<file path="config.mk">
export PLATFORM = sky130hd
export DESIGN_NAME = xop_exec
export DESIGN_NICKNAME = d
export VERILOG_FILES = /design/src/rtl/xop_pkg.sv /design/src/rtl/xop_decode.sv /design/src/rtl/xop_postmod.sv /design/src/rtl/xop_exec.sv
export SDC_FILE = /design/constraint.sdc
export NUM_CORES = 1
export LEC_CHECK = 0
export CORE_AREA = 2 2 71 73
export CTS_CLUSTER_SIZE = 12
export DETAILED_ROUTE_END_ITERATION = 7
export DIE_AREA = 0 0 73 75
export DONT_BUFFER_PORTS = 1
export PLACE_DENSITY = 0.63
export SETUP_SLACK_MARGIN = 0.3
export SYNTH_ARGS = -nofsm -noshare
export SYNTH_HDL_FRONTEND = slang
export SYNTH_SLANG_ARGS = --single-unit
</file>
<file path="constraint.sdc">
create_clock -name clk -period 6.7 [get_ports clk]
set_input_delay 1.34 -clock clk [delete_from_list [all_inputs] [get_ports clk]]
set_output_delay 1.34 -clock clk [all_outputs]
set_load 0.02 [all_outputs]
</file>
<file path="src/rtl/xop_pkg.sv">
package xop_pkg;

    localparam int REG_AW   = 5;
    localparam int AR_BASE  = 0;
    localparam int IX_BASE  = 4;
    localparam int DST_BASE = 24;
    localparam int SRC_BASE = 28;

    typedef enum logic [2:0] {
        XC_NONE  = 3'd0,
        XC_ARMOD = 3'd1,
        XC_MOVE  = 3'd2,
        XC_STORE = 3'd3,
        XC_LOAD  = 3'd4,
        XC_PAIR  = 3'd5,
        XC_DUAL  = 3'd6
    } xclass_e;

    typedef enum logic [2:0] {
        PM_HOLD  = 3'd0,
        PM_CLEAR = 3'd1,
        PM_DEC   = 3'd2,
        PM_INC   = 3'd3,
        PM_ADDIX = 3'd4
    } pmod_e;

    typedef struct packed {
        xclass_e             cls;
        logic [1:0]          ar;
        pmod_e               pm;
        logic [REG_AW-1:0]   src;
        logic [REG_AW-1:0]   dst;
        logic                mem_wr;
        logic                mem_rd;
        logic                rf_wr;
        logic                handoff;
    } xdec_t;

    function automatic logic [REG_AW-1:0] reg_num(input int base, input logic [2:0] off);
        return REG_AW'(base) + REG_AW'(off);
    endfunction

    function automatic pmod_e step_mode(input logic use_index);
        return use_index ? PM_ADDIX : PM_INC;
    endfunction

    function automatic logic single_cycle(input xclass_e c);
        return (c == XC_NONE) || (c == XC_ARMOD) || (c == XC_MOVE) || (c == XC_STORE);
    endfunction

endpackage

</file>
<file path="src/rtl/xop_decode.sv">
module xop_decode
    import xop_pkg::*;
(
    input  logic [7:0] xbyte,
    output xdec_t      dec
);

    always_comb begin
        dec         = '0;
        dec.cls     = XC_NONE;
        dec.pm      = PM_HOLD;
        dec.ar      = xbyte[1:0];
        if (xbyte != 8'h00) begin
            case (xbyte[7:4])
                4'h0: begin
                    dec.cls = XC_ARMOD;
                    case (xbyte[3:2])
                        2'd0:    dec.pm = PM_CLEAR;
                        2'd1:    dec.pm = PM_DEC;
                        2'd2:    dec.pm = PM_INC;
                        default: dec.pm = PM_ADDIX;
                    endcase
                end
                4'h1: begin
                    dec.cls   = XC_MOVE;
                    dec.src   = reg_num(SRC_BASE, {1'b0, xbyte[1:0]});
                    dec.dst   = reg_num(DST_BASE, {1'b0, xbyte[3:2]});
                    dec.rf_wr = 1'b1;
                end
                4'h2, 4'h3: begin
                    dec.cls    = XC_STORE;
                    dec.src    = reg_num(SRC_BASE, {1'b0, xbyte[4:3]});
                    dec.mem_wr = 1'b1;
                    dec.pm     = step_mode(xbyte[2]);
                end
                4'h4, 4'h5, 4'h6, 4'h7: begin
                    dec.cls    = XC_LOAD;
                    dec.dst    = reg_num(DST_BASE, xbyte[5:3]);
                    dec.mem_rd = 1'b1;
                    dec.pm     = step_mode(xbyte[2]);
                end
                4'h8, 4'h9, 4'hA, 4'hB: begin
                    dec.cls     = XC_PAIR;
                    dec.handoff = 1'b1;
                end
                default: begin
                    dec.cls     = XC_DUAL;
                    dec.handoff = 1'b1;
                end
            endcase
        end
    end

endmodule

</file>
<file path="src/rtl/xop_postmod.sv">
module xop_postmod
    import xop_pkg::*;
#(
    parameter int DW = 16
) (
    input  pmod_e          pm,
    input  logic [DW-1:0]  cur,
    input  logic [DW-1:0]  ix,
    output logic [DW-1:0]  nxt,
    output logic           wr
);

    localparam logic [DW-1:0] ONE = DW'(1);

    always_comb begin
        case (pm)
            PM_CLEAR: nxt = '0;
            PM_DEC:   nxt = cur - ONE;
            PM_INC:   nxt = cur + ONE;
            PM_ADDIX: nxt = cur + ix;
            default:  nxt = cur;
        endcase
        wr = (pm != PM_HOLD);
    end

endmodule

</file>
<file path="src/rtl/xop_exec.sv">
module xop_exec
    import xop_pkg::*;
#(
    parameter int DW = 16
) (
    input  logic              clk,
    input  logic              rst,
    input  logic              ext_valid,
    input  logic [15:0]       ext_word,
    output logic [REG_AW-1:0] ar_rsel,
    input  logic [DW-1:0]     ar_rdata,
    output logic [REG_AW-1:0] ix_rsel,
    input  logic [DW-1:0]     ix_rdata,
    output logic [REG_AW-1:0] src_rsel,
    input  logic [DW-1:0]     src_rdata,
    output logic              ar_we,
    output logic [REG_AW-1:0] ar_wsel,
    output logic [DW-1:0]     ar_wdata,
    output logic              dw_we,
    output logic [REG_AW-1:0] dw_sel,
    output logic [DW-1:0]     dw_data,
    output logic [DW-1:0]     mem_addr,
    output logic              mem_we,
    output logic [DW-1:0]     mem_wdata,
    output logic              mem_re,
    input  logic [DW-1:0]     mem_rdata,
    output logic              busy,
    output logic              done,
    output logic              handoff,
    output logic [2:0]        ext_class
);

    xdec_t             dec;
    logic              accept;
    logic              pm_wr;
    logic [DW-1:0]     pm_val;
    logic              ld_pend;
    logic [REG_AW-1:0] ld_dst;

    xop_decode u_dec (
        .xbyte (ext_word[7:0]),
        .dec   (dec)
    );

    xop_postmod #(.DW(DW)) u_pm (
        .pm  (dec.pm),
        .cur (ar_rdata),
        .ix  (ix_rdata),
        .nxt (pm_val),
        .wr  (pm_wr)
    );

    assign accept   = ext_valid && !ld_pend && !rst;
    assign busy     = ld_pend;

    assign ar_rsel  = reg_num(AR_BASE, {1'b0, dec.ar});
    assign ix_rsel  = reg_num(IX_BASE, {1'b0, dec.ar});
    assign src_rsel = dec.src;

    assign ar_we    = accept && pm_wr;
    assign ar_wsel  = ar_rsel;
    assign ar_wdata = pm_val;

    assign mem_addr  = ar_rdata;
    assign mem_wdata = src_rdata;
    assign mem_we    = accept && dec.mem_wr;
    assign mem_re    = accept && dec.mem_rd;

    assign dw_we   = ld_pend || (accept && dec.rf_wr);
    assign dw_sel  = ld_pend ? ld_dst : dec.dst;
    assign dw_data = ld_pend ? mem_rdata : src_rdata;

    assign done      = ld_pend || (accept && single_cycle(dec.cls));
    assign handoff   = accept && dec.handoff;
    assign ext_class = accept ? dec.cls : XC_NONE;

    always_ff @(posedge clk) begin
        if (rst) begin
            ld_pend <= 1'b0;
            ld_dst  <= '0;
        end else begin
            ld_pend <= mem_re;
            if (mem_re) ld_dst <= dec.dst;
        end
    end


    load_writeback_chk: assert property (@(posedge clk) disable iff (rst)
        $past(mem_re) |-> (dw_we && done && busy));


    busy_quiet_chk: assert property (@(posedge clk) disable iff (rst)
        busy |-> (!mem_we && !mem_re && !ar_we && !handoff && ext_class == 3'd0));


    handoff_clean_chk: assert property (@(posedge clk) disable iff (rst)
        handoff |-> (!done && !dw_we && !ar_we && !mem_we && !mem_re));


    mem_exclusive_chk: assert property (@(posedge clk) disable iff (rst)
        !(mem_we && mem_re));


    ar_target_chk: assert property (@(posedge clk) disable iff (rst)
        ar_we |-> (ar_wsel < 5'd4));


    zero_byte_chk: assert property (@(posedge clk) disable iff (rst)
        (ext_valid && !busy && ext_word[7:0] == 8'h00)
            |-> (done && ext_class == 3'd0 && !ar_we && !dw_we && !mem_we && !mem_re));


    reset_idle_chk: assert property (@(posedge clk)
        $past(rst) |-> !busy);

endmodule

</file>
* Word level (Yosys, flattened, before mapping)
Cells that the tools add are included.
Cells by class: $add $sub $neg 8, eq/ne operators 20, multiplexer cells 16, reductions and logical operators 25
Operators with widths (count):
- one-hot mux 16 bit (4 select lines) | 1
- one-hot mux 5 bit (2 select lines) | 2
- two-way mux 17 bit | 1
- adder 16 x 1 -> 16 bit, second input constant | 1
- adder 16 bit | 1
- equality test 4 x 3 -> 1 bit, second input constant | 4
- equality test 4 bit, second input constant | 4
- two-way mux 16 bit | 1
- subtractor 16 x 1 -> 16 bit, second input constant | 1
- one-hot mux 3 bit (5 select lines) | 1
- equality test 3 x 2 -> 1 bit, second input constant | 4
- two-way mux 3 bit | 3
- one-hot mux 3 bit (3 select lines) | 1
- adder 3 x 3 -> 4 bit, first input constant | 2
- equality test 4 x 2 -> 1 bit, second input constant | 2
- logical AND 1 bit | 8
- nonzero test 8 bit | 1
- OR reduction 4 bit | 2
- OR reduction 8 bit | 1
- equality test 3 x 1 -> 1 bit, second input constant | 2
- one-hot mux 3 bit (2 select lines) | 1
- OR reduction 6 bit | 1
- adder 4 x 3 -> 5 bit, first input constant | 1
- adder 4 x 4 -> 5 bit, first input constant | 1
- other kinds (14) | 22
Storage, ports and cells: register bits after elaboration 6, bits of input ports 83, output and inout port bits 99, word-level logic and storage cells 71

* Logic depth before layout (Yosys ltp)
depth in word-level cells 10, mapped depth 16, depth with buffers taken out 16

* Modules after synthesis
A second synthesis with hierarchy kept.
Unflattened totals: cell total of the unflattened synthesis 314, area total of the unflattened synthesis 2408.6 um2
By module, submodules not included:
- xop_postmod | times used 1, cells each 155, area an instance 1147.4 um2, sequential area each 0.0 um2
- xop_exec | times used 1, cells each 108, area an instance 949.7 um2, sequential area each 120.1 um2
- xop_decode | times used 1, cells each 51, area an instance 311.5 um2, sequential area each 0.0 um2

* Least setup slack after synthesis
OpenSTA, ideal clock, no wires.
path type input port to output port, from input ext_word[2], to output ar_wdata[13], arrival 4697 ps, data required time 5360 ps, path slack 663 ps, cell stages on the path 14, path buffers 1, cell sequence inv_1 > ha_1 > or3b_2 > nor2_1 > a211o_1 > buf_1 > o21a_1 > ha_1 > a211o_1 > o21ai_0 > o21ai_0 > a221oi_1 > xor2_1 > o21ai_0
On the way: cells in the longest elaborated chain, start to end 6, elaborated cells between the ends (all ways) 13, classes of those cells 6 x eq/ne; 5 x mux; 2 x reduce/logical
RTL lines:
- start, declared | RTL line xop_exec.sv:9 | input logic [15:0] ext_word,
- equality test 2 bit, or another cell as far along | RTL line xop_decode.sv:17 | case (xbyte[3:2])
- one-hot mux 3 bit (3 select lines) | RTL line xop_decode.sv:17
- one-hot mux 3 bit (2 select lines) | RTL line xop_decode.sv:14 | case (xbyte[7:4])
- two-way mux 17 bit * | RTL line xop_decode.sv:13 | if (xbyte != 8'h00) begin
- equality test 3 bit, or another cell as far along | RTL line xop_postmod.sv:16 | case (pm)
- one-hot mux 16 bit (4 select lines) * | RTL line xop_postmod.sv:16
- end, declared | RTL line xop_exec.sv:18 | output logic [DW-1:0] ar_wdata,
Every way passes the cells marked *; elsewhere a longest branch is shown, timed or not.

* Worst setup path in the final report
from input ext_word[2], to output ar_wdata[14]
The elaborated chain is that of the path after synthesis.

==> qor.yml <==
ys_warn_count: 0
vias_per_cell: 6.13
hp-class: "register to register"
ir_drop_uv: 102
slew_headroom: 0.327
async_flop_share: 0
rsz0062_at_grt: "true"
core_area_mm2: 0.00466
gp_congestion: 0.874
dp_hpwl_um: 4340
start_kind: "input port"
cp_max_fo: 16
powerDensity_mw_per_mm2: 151
cts_setup_buffers: 0
clock_path_buffers: 2
p_total_mw: 0.278
drv_cap: 0
hold_violations: 0
wire_per_inst_um: 17.5
start_util: 0.450
status: "complete, no violations"
drc: 0
insertion_delay_ns: 0.22
rrSetupSlack_ns: 5.16
cts_sinks: 5
crit_type: "input port to output port"
ys_ff_latch: 5
io-pin-count: 182
die_h_um: 75
grt_pass1_wl_um: 7580
wl_um: 5310
path_clk_slew_ns: 0.03
netlist_instances: 296
cp_data_required_time_ns: 5.36
drv_slew: 0
cts_tree: "yes"
avgSynthCellArea_um2: 7.09
drtAntennaViolNets: 0
grt_pass1_vias: 1569
cp.arrival_ns: 4.89
ys_seq_area_frac: 0.0477
finalCritPeriodShare: 0.930
dieArea_mm2: 0.00548
dp.cells: 299
synth-edff-count: 0
synth_cell_type_count: 51
antenna_found_initial: 0
firstDrtPassIters: 4
fin_tns_setup_ns: 0
nFillCells: 498
crit_path_end_kind: "output port"
synthFlopType: "dfxtp_1"
grt_usage: 0.172
dr_total_vias: 1856
leakage_nw: 0.810
max_freq_mhz: 161
io_buffers: 0
postCtsHoldBufs: 0
cts_root_buffer: "clkbuf_8"
rows: 25
drt_iter0_markers: 105
layout-drive-gt1-share: 0.129
htree_levels: 1
fin_worst_skew_ns: 0.00416
die_w_um: 73
fin_nets: 352
setup_violations: 0
grt_max_degree: 26
numCtsBuffers: 3
layout.cells.non_filler: 303
worst_slew_pin_slew_ns: 0.997
gr-total-overflow: 0
n_antenna_cell: 0
min_period_ns: 6.23
mappedNetlistArea_mm2: 0.00210
areaGrowthSynthToFinish_pct: -12.4
[cell usage in the layout (no fill, tap or decap), types with 12 or more instances in the layout]
cell / count
mux2_2: 16
a21oi_1: 13
o21ai_0: 13
nor2_1: 18
ha_1: 18
nand2_1: 28
a21o_1: 12
o21ai_1: 12
o21a_1: 14
[report_power, final]
group | switching [mW] | internal (mW) | leakage [nW]
Combinational | 0.123 | 0.0681 | 0.747
Clock | 0.0154 | 0.0409 | 0.0228
Sequential | 0.000544 | 0.0307 | 0.0406
Total | 0.139 | 0.140 | 0.810
[per-stage QoR]
step	hold WS, ns	util	setup WS (ns)	instance area, um^2
floorplan	0.431	-	0.663	2130
global placement	0.441	0.385	0.528	1790
detailed placement	0.448	0.385	0.505	1790
CTS	0.453	0.395	0.494	1840
global route	0.472	0.395	0.289	1840
finish	0.448	0.395	0.472	1840
[state kept, by name (all words and copies together), names as in the netlist]
signal	count
ld_dst	4
busy	1
[worst paths after layout]
path                          startpoint                     end  depth (start not counted)
setup / recovery             ext_word[2]            ar_wdata[14]                         14
hold reg to reg   ld_dst[0]$_SDFFE_PP0P_  ld_dst[0]$_SDFFE_PP0P_                          2
setup reg to reg         busy$_SDFF_PP0_  ld_dst[0]$_SDFFE_PP0P_                          6
hold / removal    ld_dst[0]$_SDFFE_PP0P_  ld_dst[0]$_SDFFE_PP0P_                          2
[critical path: stages]
cell	delay [ns]
ha_1	0.11
or4b_1	0.45
a21oi_2	0.29
nand2_1	0.12
buf_4	0.22
o21a_1	0.18
ha_1	0.32
nor2b_1	0.16
o2111ai_1	0.26
a21boi_1	0.16
a221oi_1	0.56
a31oi_1	0.21
xnor2_1	0.16
o21ai_1	0.35
[cell type report]
class	count	area, um^2	share of cell area
repair buffers	6	45.0	0.0245
well taps	54	67.6	0.0367
clock buffers	4	45.0	0.0245
inverters	10	37.5	0.0204
multi-input cells	224	1540	0.839
flip-flops and latches	5	100	0.0544
[repair_timing]
action	4_1_cts	5_1_grt
gates resized for setup	0	2
setup endpoints to repair	0	3
endpoints found under the hold margin	0	0
[cells in the mapped netlist, types with 9 or more instances]
library cell / n / area share
buf_4: 53 / 0.19
nand2_1: 28 / 0.050
ha_1: 18 / 0.11
nor2_1: 18 / 0.032
mux2_2: 16 / 0.086
o21a_1: 14 / 0.050
o21ai_0: 14 / 0.033
a21oi_1: 13 / 0.031
a21o_1: 12 / 0.043
o21ai_1: 11 / 0.026
inv_1: 9 / 0.016
xor2_1: 9 / 0.038
[cells by family (layout without fill, tap and decap cells)]
family                   after synthesis  in the layout  synth area share
multiplexers                          16             16            0.0858
flip-flops                             5              5            0.0477
adder cells (fa/ha/maj)               19             19             0.117
AND/OR/NAND/NOR                       76             76             0.177
buffers and inverters                 74             20             0.229
XOR/XNOR                              13             13            0.0542
AO/OA/AOI/OAI                         91             91             0.285
other                                  2              9           0.00358
[metal layers]
layer	vias up	GRT usage	share of wire
met2	96	0.255	0.45
li1	892	-	-
met3	2	0.0522	0.10
met5	-	0	0
met1	866	0.252	0.45
met4	0	0.0206	0.0026
No activity file was read; power rests on OpenSTA's default activity.
